### src/rtl/raster_timing_gen.sv
module raster_timing_gen #(
  parameter int HW = 8,
  parameter int VW = 10
) (
  input  logic          clk,
  input  logic          rst_n,
  input  logic          dot8_sel,
  input  logic [HW-1:0] h_total,
  input  logic [HW-1:0] h_disp_last,
  input  logic [HW-1:0] h_blank_from,
  input  logic [5:0]    h_blank_stop,
  input  logic [HW-1:0] h_sync_from,
  input  logic [4:0]    h_sync_stop,
  input  logic [VW-1:0] v_total,
  input  logic [VW-1:0] v_disp_last,
  input  logic [VW-1:0] v_blank_from,
  input  logic [6:0]    v_blank_stop,
  input  logic [VW-1:0] v_sync_from,
  input  logic [3:0]    v_sync_stop,
  output logic          hsync,
  output logic          vsync,
  output logic          hblank,
  output logic          vblank,
  output logic          disp_en,
  output logic [HW:0]   char_cnt,
  output logic [3:0]    dot_cnt,
  output logic [VW-1:0] line_cnt
);
  localparam int CW = HW + 1;
  localparam logic [CW-1:0] LINE_PAD = CW'(4);

  logic          dot8_q;
  logic [HW-1:0] ht_q, hde_q, hbs_q, hss_q;
  logic [5:0]    hbe_q;
  logic [4:0]    hse_q;
  logic [VW-1:0] vt_q, vde_q, vbs_q, vss_q;
  logic [6:0]    vbe_q;
  logic [3:0]    vse_q;

  logic [CW-1:0] char_last;
  logic char_end, line_end, frame_end;
  logic hb_nxt, hs_nxt, vb_nxt, vs_nxt;

  assign char_last = {1'b0, ht_q} + LINE_PAD;
  assign char_end  = dot_cnt == (dot8_q ? 4'd7 : 4'd8);
  assign line_end  = char_end && (char_cnt == char_last);
  assign frame_end = line_end && (line_cnt == vt_q);

  assign hb_nxt = (hblank && (char_cnt[5:0] != hbe_q)) || (char_cnt == {1'b0, hbs_q});
  assign hs_nxt = (hsync  && (char_cnt[4:0] != hse_q)) || (char_cnt == {1'b0, hss_q});
  assign vb_nxt = (vblank && (line_cnt[6:0] != vbe_q)) || (line_cnt == vbs_q);
  assign vs_nxt = (vsync  && (line_cnt[3:0] != vse_q)) || (line_cnt == vss_q);

  assign disp_en = (char_cnt <= {1'b0, hde_q}) && (line_cnt <= vde_q);

  always_ff @(posedge clk) begin
    if (!rst_n || frame_end) begin
      dot8_q <= dot8_sel;
      ht_q   <= h_total;
      hde_q  <= h_disp_last;
      hbs_q  <= h_blank_from;
      hbe_q  <= h_blank_stop;
      hss_q  <= h_sync_from;
      hse_q  <= h_sync_stop;
      vt_q   <= v_total;
      vde_q  <= v_disp_last;
      vbs_q  <= v_blank_from;
      vbe_q  <= v_blank_stop;
      vss_q  <= v_sync_from;
      vse_q  <= v_sync_stop;
    end
  end

  always_ff @(posedge clk) begin
    if (!rst_n) begin
      dot_cnt  <= '0;
      char_cnt <= '0;
      line_cnt <= '0;
      hblank   <= 1'b0;
      hsync    <= 1'b0;
      vblank   <= 1'b0;
      vsync    <= 1'b0;
    end else begin
      dot_cnt <= char_end ? 4'd0 : dot_cnt + 4'd1;
      if (char_end) begin
        char_cnt <= line_end ? '0 : char_cnt + CW'(1);
        hblank   <= hb_nxt;
        hsync    <= hs_nxt;
      end
      if (line_end) begin
        line_cnt <= frame_end ? '0 : line_cnt + VW'(1);
        vblank   <= vb_nxt;
        vsync    <= vs_nxt;
      end
    end
  end
endmodule

### config.mk
export PLATFORM = sky130hd
export DESIGN_NAME = raster_timing_gen
export DESIGN_NICKNAME = d
export VERILOG_FILES = /design/src/rtl/raster_timing_gen.sv
export SDC_FILE = /design/constraint.sdc
export NUM_CORES = 1
export LEC_CHECK = 0
export BUFFER_PORTS_ARGS = -buffer_cell sky130_fd_sc_hd__buf_4
export CELL_PAD_IN_SITES_DETAIL_PLACEMENT = 0
export CELL_PAD_IN_SITES_GLOBAL_PLACEMENT = 2
export CORE_UTILIZATION = 38
export DETAILED_ROUTE_END_ITERATION = 16
export GPL_TIMING_DRIVEN = 0
export PLACE_DENSITY_LB_ADDON = 0.3
export SLEW_MARGIN = 20
export SYNTH_ARGS = -nofsm -noshare
export SYNTH_HDL_FRONTEND = slang
export SYNTH_SLANG_ARGS = --single-unit
export TNS_END_PERCENT = 10
### constraint.sdc
create_clock -name clk -period 15.3 [get_ports clk]
set_input_delay 3.06 -clock clk [delete_from_list [all_inputs] [get_ports clk]]
set_output_delay 3.06 -clock clk [all_outputs]
set_load 0.01 [all_outputs]
== After elaboration in Yosys (flattened, before gate mapping) ==
Cells that the tools add are included.
Storage, ports and cells
  register bits: 122
  bits of input ports: 97
  output and inout port bits: 28
  logic and storage cells: 55
Operators by class
  add/sub/neg operators: 4
  $lt $le $gt $ge: 2
  eq/ne operators: 11
  multiplexer cells: 3
  bitwise gates (word level): 1
  reduce and logical (&&, ||, !) cells: 14
Operator list (number)
  equality test 10 bit: 3
  equality test 9 x 8 -> 1 bit: 2
  adder 10 x 1 -> 10 bit, second input constant: 1
  less-or-equal comparator 10 bit: 1
  two-way mux 10 bit: 1
  adder 8 x 3 -> 9 bit, second input constant: 1
  adder 9 x 1 -> 9 bit, second input constant: 1
  equality test 9 bit: 1
  less-or-equal comparator 9 x 8 -> 1 bit: 1
  two-way mux 9 bit: 1
  logical AND 1 bit: 7
  inequality test 7 bit: 1
  inequality test 6 bit: 1
  logical OR 1 bit: 5
  inequality test 5 bit: 1
  adder 4 x 1 -> 4 bit, second input constant: 1
  equality test 4 bit: 1
  two-way mux 4 bit: 1
  inequality test 4 bit: 1
  OR reduction 2 bit: 1
  zero test 1 bit: 1
  inverter 1 bit: 1

== Longest topological paths before layout ==
Gate-level depths: netlist (run 1).
  word-level depth: 5
  depth in mapped cells: 9
  mapped depth without buffers: 8

== Worst setup path before layout (run 1) ==
Ideal clock, no wire load.
  path type: register to register
  start point: register ht_q[2]
  end point: register dot8_q, enable pin
  library setup time: 0.680 ns
  data arrival time: 8.645 ns
  data required time: 14.620 ns
  path slack: 5.975 ns
  stages on the path, launching flop included: 8
  path buffers: 1
  period minus slack after synthesis: 9.325 ns
  path through: edfxtp_1 > ha_1 > or3_1 > nor3_2 > nor4b_1 > or4_4 > clkbuf_1 > o21ai_0
On the way
  longest elaborated chain between the ends: 5
RTL lines
  from (decl): RTL line 33  | logic [HW-1:0] ht_q, hde_q, hbs_q, hss_q;
  from (signal assigned): RTL line 59  | ht_q <= h_total;
  adder 8 x 3 -> 9 bit: RTL line 44  | assign char_last = {1'b0, ht_q} + LINE_PAD;
  equality test 9 bit: RTL line 46  | assign line_end = char_end && (char_cnt == char_last);
  logical AND 1 bit: RTL line 46
  logical AND 1 bit: RTL line 47  | assign frame_end = line_end && (line_cnt == vt_q);
  logical OR 1 bit: RTL line 57  | if (!rst_n || frame_end) begin
  to (signal assigned): RTL line 58  | dot8_q <= dot8_sel;
  to (decl): RTL line 32  | logic dot8_q;
Every way passes these cells.
A chain may end at the register's enable or synchronous reset.

== Worst setup path after layout (run 1) ==
  start point: register char_cnt[0]
  end point: output port disp_en
On the way
  longest elaborated chain between the ends: 2
RTL lines
  from (decl): RTL line 25  | output logic [HW:0] char_cnt,
  from (signal assigned): RTL line 86  | char_cnt <= line_end ? '0 : char_cnt + CW'(1);
  less-or-equal comparator 9 x 8 -> 1 bit: RTL line 54  | assign disp_en = (char_cnt <= {1'b0, hde_q}) && (line_cnt <= vde_q);
  logical AND 1 bit: RTL line 54
  to (decl): RTL line 24  | output logic disp_en,
Every way passes these cells.

==> results of run 1 <==
routing by layer:
metal	routed length (microns)	vias up	GRT usage, %
met1	5750	1871	23.6
met3	770	9	4.76
li1	-	1921	-
met4	133	0	6.03
met5	0	-	0
met2	6320	110	29.0
worst paths after layout:
path,from,to,slack [ns],cells after the start
hold / removal,vblank$_SDFFE_PN0N_,vblank$_SDFFE_PN0N_,0.47,2
setup reg to reg,ht_q[2]$_DFFE_PP_,vt_q[2]$_DFFE_PP_,11.67,9
setup / recovery,char_cnt[0]$_SDFFE_PN0P_,disp_en,9.72,8
hold reg to reg,vblank$_SDFFE_PN0N_,vblank$_SDFFE_PN0N_,0.47,2
cell type report:
class / instances / area [sq um] / area share [%]
plain buffers: 25 / 119 / 1.58
well taps: 184 / 230 / 3.05
clock inverters: 11 / 171 / 2.27
inverters: 26 / 97.6 / 1.29
multi-input cells: 281 / 2050 / 27.2
clock buffers: 21 / 440 / 5.84
flip-flops and latches: 122 / 3390 / 45.0
repair buffers: 128 / 1040 / 13.8
stage by stage:
step           cells  hold slack (ns)  setup slack [ns]
4_1_cts          798            0.473              9.68
3_3_place_gp     762            0.459              2.93
6_report         798            0.474              9.72
5_1_grt          798            0.494              9.56
2_1_floorplan    454            0.490              5.97
3_5_place_dp     766            0.466             10.17
state kept, by name, indices dropped and copies added, names as in the netlist, 9 cells and up:
| signal | flops |
|---|---|
| vt_q | 10 |
| vde_q | 10 |
| vbs_q | 10 |
| char_cnt | 9 |
| vss_q | 10 |
| line_cnt | 10 |
logic make-up (layout without fill, tap and decap cells):
| logic type | Yosys count | after routing | synth area share (%) |
|---|---|---|---|
| DFF | 122 | 122 | 60.1 |
| adders and majority gates | 22 | 22 | 4.87 |
| AOI/OAI and AO/OA | 58 | 58 | 6.93 |
| xor gates and xnor gates | 83 | 83 | 12.9 |
| buffers and inverters | 51 | 211 | 3.83 |
| and+or+nand+nor | 118 | 118 | 11.4 |
worst reg2reg max path, cell delays in order (launching register included):
cell and delay [ns]:
edfxtp_1 0.51, ha_1 0.32, or3_1 0.34, nor3_2 0.11, nor4b_1 0.07, or4_4 0.57, clkbuf_1 0.30, o21ai_4 0.65
buf_16 0.26, buf_16 0.20
Yosys cell counts, types with 2 or more instances:
library cell,number,area share [%]
a211oi_1,2,0.27
a21boi_0,5,0.66
a21o_1,2,0.27
a21oi_1,14,1.2
a31oi_1,3,0.33
and3_1,4,0.44
buf_2,5,0.44
buf_6,2,0.40
clkbuf_1,17,1.1
dfxtp_1,27,9.6
edfxtp_1,95,51
ha_1,22,4.9
inv_1,26,1.7
nand2_1,22,1.5
nand2b_1,2,0.22
nand3_1,22,1.9
nand3b_1,8,1.1
nand4_1,10,1.1
nor2_1,17,1.1
nor2b_1,4,0.44
nor3_1,6,0.53
nor4_1,9,1.0
o21a_1,4,0.53
o21ai_0,9,0.80
o22ai_1,8,0.89
o41ai_1,2,0.31
or3_1,2,0.22
or3b_2,3,0.47
xnor2_1,37,5.7
xor2_1,46,7.1
power by group through the flow:
stage / Clock [mW] / Combinational, mW / Sequential (mW)
after floorplan: 0 / 0.0199 / 0.390
after global placement: 0 / 0.0443 / 0.392
after detailed placement: 0 / 0.0498 / 0.388
after CTS: 0.427 / 0.0499 / 0.382
after global routing: 0.442 / 0.0538 / 0.383
final: 0.417 / 0.0490 / 0.381
==> flow_metrics.py, run 1 <==
metrics = {
    "placed_design": {
        "gp_congestion": 0.819,
        "placed_area_sq_mm": 0.00693,
        "port_buffers": 124,
        "hpwl_microns": 9470,
    },
    "drt": {
        "finalWirelength_microns": 13000,
        "drc_errors": 0,
        "antenna_left": 0,
        "wl_per_cell_microns": 16.3,
        "viasPerCell": 4.90,
        "drt_first_iter_violations": 212,
        "num_vias": 3911,
        "drt_first_pass_iters": 4,
    },
    "power_and_ir_drop": {
        "swShare_pct": 20.3,
        "ir_worst_vdd_mv": 0.0764,
        "total_power_uw": 847,
        "seqPwrFrac_pct": 45.0,
        "powerDensity_mw_per_mm2": 112,
        "clockPowerShare_pct": 49.2,
        "p_int_uw": 676,
        "p_leak_nw": 3.05,
        "combPwrFrac_pct": 5.8,
        "power.switching_uw": 172,
    },
    "global_routing": {
        "grt_use_total_pct": 18.0,
        "grt_max_degree": 25,
        "grt_overflow_total": 0,
        "antenna_found_initial": 0,
        "grt_pass1_vias": 3923,
        "grt_first_pass_wirelength_microns": 20000,
    },
    "finish": {
        "final_common_cell": "buf_4",
        "utilization_pct": 51.9,
        "final_cell_mix": "125 x buf_4, 95 x edfxtp_1, 46 x xor2_1, 37 x xnor2_1, 27 x dfxtp_1",
        "nets": 720,
        "area_delta_synth_final_pct": 33.5,
        "fill_cells": 1285,
        "drive_above_1_share_pct": 28.2,
        "n_antenna_cell": 0,
        "fin_area_sq_mm": 0.00754,
    },
    "clocking": {
        "cts_buffers": 17,
        "tritoncts": "built",
        "worst_skew_pair.late_latency_ns": 0.42,
        "ctsResizeCount": 0,
        "clk_path_buf_depth": 2,
        "cts-hold-fix-buffers": 0,
        "clock-sinks": 122,
        "cts-root-buf": "clkbuf_16",
        "cts-htree-levels": 4,
        "clkTransAtPathRegs_ns": 0.06,
        "cts_setup_buffers": 0,
    },
    "sta": {
        "fin_worst_skew_ns": 0.0145,
        "rsz0062_at_grt": "no",
        "hold_viol": 0,
        "fmax_mhz": 179,
        "slew_headroom_pct": 52.5,
        "fin_crit_ns": 5.58,
        "tightest_slew_ns": 0.712,
        "setup_viol": 0,
        "report.final.slew_viol_count": 0,
        "finalSetupTns_ns": 0,
        "period_share_pct": 36.4,
    },
    "setup_path": {
        "crit_chain": "clkbuf_1 -> inv_1 -> ha_1 -> nand4_1 -> nor4_1 -> a21oi_1 -> a22oi_1 -> buf_4",
        "crit_slowest_cell": "clkbuf_1",
        "critPathKind": "reg -> out",
        "cp_max_fo": 9,
        "end_kind": "output pin",
        "worstSetupStartpointType": "flop",
        "critPathMaxStageDelay_ns": 0.54,
        "arrival_ns": 2.52,
        "cpLargestDelayFamily": "buffers and inverters",
        "crit_buf_inv": 3,
        "cp.required_ns": 12.24,
    },
    "logic_synthesis": {
        "ys_ff_latch": 122,
        "ys_warn_count": 0,
        "synth.avg_cell_area_sq_um": 12.4,
        "synth_edf_count": 95,
        "yosysSeqAreaShare_pct": 60.1,
        "ys_async_sr_fraction_pct": 0,
        "synth_fp_nets": 573,
        "synth.distinct_cells": 49,
        "synthFlopType": "edfxtp_1",
        "synth_cells": 454,
        "syn-cell-area_sq_mm": 0.00565,
    },
    "die": {
        "start_util_pct": 38.9,
        "die_h_microns": 124,
        "die_area_sq_mm": 0.0154,
        "coreArea_sq_mm": 0.0145,
        "ios": 125,
        "die_w_microns": 124,
        "num_rows": 44,
    },
    "flow_run": {
        "drv_cap": 0,
    },
    "outcome": {
        "status": "complete, no violations",
    },
    "min_path": {
        "holdCritPathClass": "reg -> reg",
    },
}
No activity file was read; power rests on OpenSTA's default activity.
==> inputs of run 2 (changes only) <==
--- a/config.mk
+++ b/config.mk
@@ -8,7 +8,7 @@
 export BUFFER_PORTS_ARGS = -buffer_cell sky130_fd_sc_hd__buf_4
 export CELL_PAD_IN_SITES_DETAIL_PLACEMENT = 0
 export CELL_PAD_IN_SITES_GLOBAL_PLACEMENT = 2
-export CORE_UTILIZATION = 38
+export CORE_UTILIZATION = 36
 export DETAILED_ROUTE_END_ITERATION = 16
 export GPL_TIMING_DRIVEN = 0
 export PLACE_DENSITY_LB_ADDON = 0.3
==> constraint.sdc (replaced) <==
create_clock -name clk -period 5.67 [get_ports clk]
set_input_delay 1.134 -clock clk [delete_from_list [all_inputs] [get_ports clk]]
set_output_delay 1.134 -clock clk [all_outputs]
set_load 0.01 [all_outputs]
==> flow_metrics.py, run 2 (same netlist as run 1, synthesis figures left out) <==
metrics = {
    "outcome": {
        "status": "complete, no violations",
    },
    "finish": {
        "final_common_cell": "buf_4",
        "area_delta_synth_final_pct": 33.7,
        "fin_area_sq_mm": 0.00755,
        "final_cell_mix": "125 x buf_4, 95 x edfxtp_1, 46 x xor2_1, 37 x xnor2_1, 27 x dfxtp_1",
        "n_antenna_cell": 0,
        "fill_cells": 1388,
        "final_cells": 825,
        "nets": 720,
        "drive_above_1_share_pct": 28.0,
        "regArea_sq_mm": 0.00339,
        "multi_input_area_sq_mm": 0.00205,
    },
    "die": {
        "num_rows": 45,
        "coreArea_sq_mm": 0.0153,
        "ios": 125,
        "start_util_pct": 37.0,
        "die_area_sq_mm": 0.0162,
        "die_h_microns": 127,
        "die_w_microns": 127,
    },
    "drt": {
        "drc_errors": 0,
        "viasPerCell": 4.73,
        "num_vias": 3900,
        "drt_first_pass_iters": 4,
        "antenna_left": 0,
        "finalWirelength_microns": 12800,
        "wl_per_cell_microns": 15.5,
        "drt_first_iter_violations": 183,
    },
    "clocking": {
        "tritoncts": "built",
        "clk_path_buf_depth": 2,
        "cts-hold-fix-buffers": 0,
        "ctsResizeCount": 0,
        "cts_buffers": 17,
        "cts-root-buf": "clkbuf_16",
        "cts-htree-levels": 4,
        "clkTransAtPathRegs_ns": 0.06,
        "clock-sinks": 122,
        "cts_setup_buffers": 0,
        "worst_skew_pair.late_latency_ns": 0.41,
    },
    "placed_design": {
        "placed_area_sq_mm": 0.00696,
        "hpwl_microns": 9230,
        "port_buffers": 124,
        "dp_cells": 793,
        "gp_congestion": 0.791,
    },
    "setup_path": {
        "crit_slowest_cell": "o21ai_4",
        "cp.required_ns": 5.79,
        "cpLargestDelayFamily": "simple AND/OR/NAND/NOR gates",
        "critPathMaxStageDelay_ns": 0.67,
        "cpMostUsedCell": "buf_16",
        "end_kind": "flop",
        "cp_max_fo": 23,
        "arrival_ns": 3.93,
        "worstSetupStartpointType": "flop",
        "reg2reg_setup_slack_ns": 1.86,
        "critPathKind": "reg -> reg",
        "crit_buf_inv": 4,
        "crit_chain": "ha_1 -> or3_1 -> nor3_2 -> nor4b_1 -> or4_4 -> clkbuf_1 -> o21ai_4 -> buf_16 -> buf_16 -> buf_16",
    },
    "power_and_ir_drop": {
        "seqPwrFrac_pct": 45.9,
        "p_leak_nw": 3.04,
        "clockPowerShare_pct": 48.2,
        "ir_worst_vdd_mv": 0.197,
        "total_power_mw": 2.24,
        "powerDensity_mw_per_mm2": 297,
        "power.switching_uw": 464,
        "p_int_mw": 1.78,
        "swShare_pct": 20.7,
        "combPwrFrac_pct": 5.9,
    },
    "global_routing": {
        "grt_pass1_vias": 3816,
        "grt_use_total_pct": 16.7,
        "grt_first_pass_wirelength_microns": 19900,
        "grt_max_degree": 24,
        "grt_overflow_total": 0,
        "antenna_found_initial": 0,
    },
    "sta": {
        "slew_headroom_pct": 51.1,
        "tightest_slew_ns": 0.730,
        "hold_viol": 0,
        "fmax_mhz": 263,
        "setup_viol": 0,
        "period_share_pct": 67.2,
        "report.final.slew_viol_count": 0,
        "fin_crit_ns": 3.81,
        "whs_ns": 0.488,
        "finalSetupTns_ns": 0,
        "rsz0062_at_grt": "no",
        "fin_worst_skew_ns": 0.00854,
    },
    "flow_run": {
        "drv_cap": 0,
    },
    "min_path": {
        "holdCritPathClass": "reg -> reg",
    },
}
## run 2: cell types whose count changed in the layout (fill, tap and decap cells not counted), sizes merged
cell    previous run  this run
bufinv             4         3
clkbuf            38        37
clkinv             3         4
inv               26        27
## run 2: cell type report
cell class | count | share of cell area (%)
Sequential cell | 122 | 44.9
Multi-Input combinational cell | 281 | 27.1
Timing Repair Buffer | 128 | 13.8
Clock buffer | 20 | 5.78
Tap cell | 211 | 3.50
Clock inverter | 12 | 1.97
Buffer | 25 | 1.57
Inverter | 26 | 1.29
## run 2: worst register-to-register path: cells and delay by family, from the launching register on
kind | cells | cell delay, ns
and+or+nand+nor | 4 | 1.08
buffers and inverters | 4 | 0.92
AOI/OAI and AO/OA | 1 | 0.67
DFF | 1 | 0.51
adders and majority gates | 1 | 0.33
## run 2: per-stage QoR
stage / util, % / setup WS, ns
global placement: 44.9 / -0.566
detailed placement: 45.6 / 1.82
finish: 49.5 / 1.86
floorplan: - / 0.741
CTS: 49.5 / 1.82
global route: 49.5 / 1.61
## run 2: path summary, 6_finish.rpt
kind | end | cells after the start | startpoint
setup / recovery | vss_q[4]$_DFFE_PP_ | 10 | ht_q[2]$_DFFE_PP_
hold / removal | hsync$_SDFFE_PN0P_ | 2 | hsync$_SDFFE_PN0P_
setup reg to reg | vss_q[4]$_DFFE_PP_ | 10 | ht_q[2]$_DFFE_PP_
hold reg to reg | hsync$_SDFFE_PN0P_ | 2 | hsync$_SDFFE_PN0P_
## run 2: layer usage
metal  share of wire [%]  global-route usage (%)  vias up
met1                  47                    22.2     1829
met4                 1.5                    6.16        0
met5                   0                       0        -
li1                    -                       -     1930
met3                 6.5                    5.19       15
met2                  45                    25.5      126
## run 2: power by group through the flow
| stage | clock [mW] | combinational (mW) | sequential, mW |
|---|---|---|---|
| floorplan | 0 | 0.0539 | 1.05 |
| global placement | 0 | 0.120 | 1.05 |
| detailed placement | 0 | 0.133 | 1.05 |
| CTS | 1.11 | 0.134 | 1.03 |
| global route | 1.14 | 0.144 | 1.03 |
| finish | 1.08 | 0.131 | 1.03 |
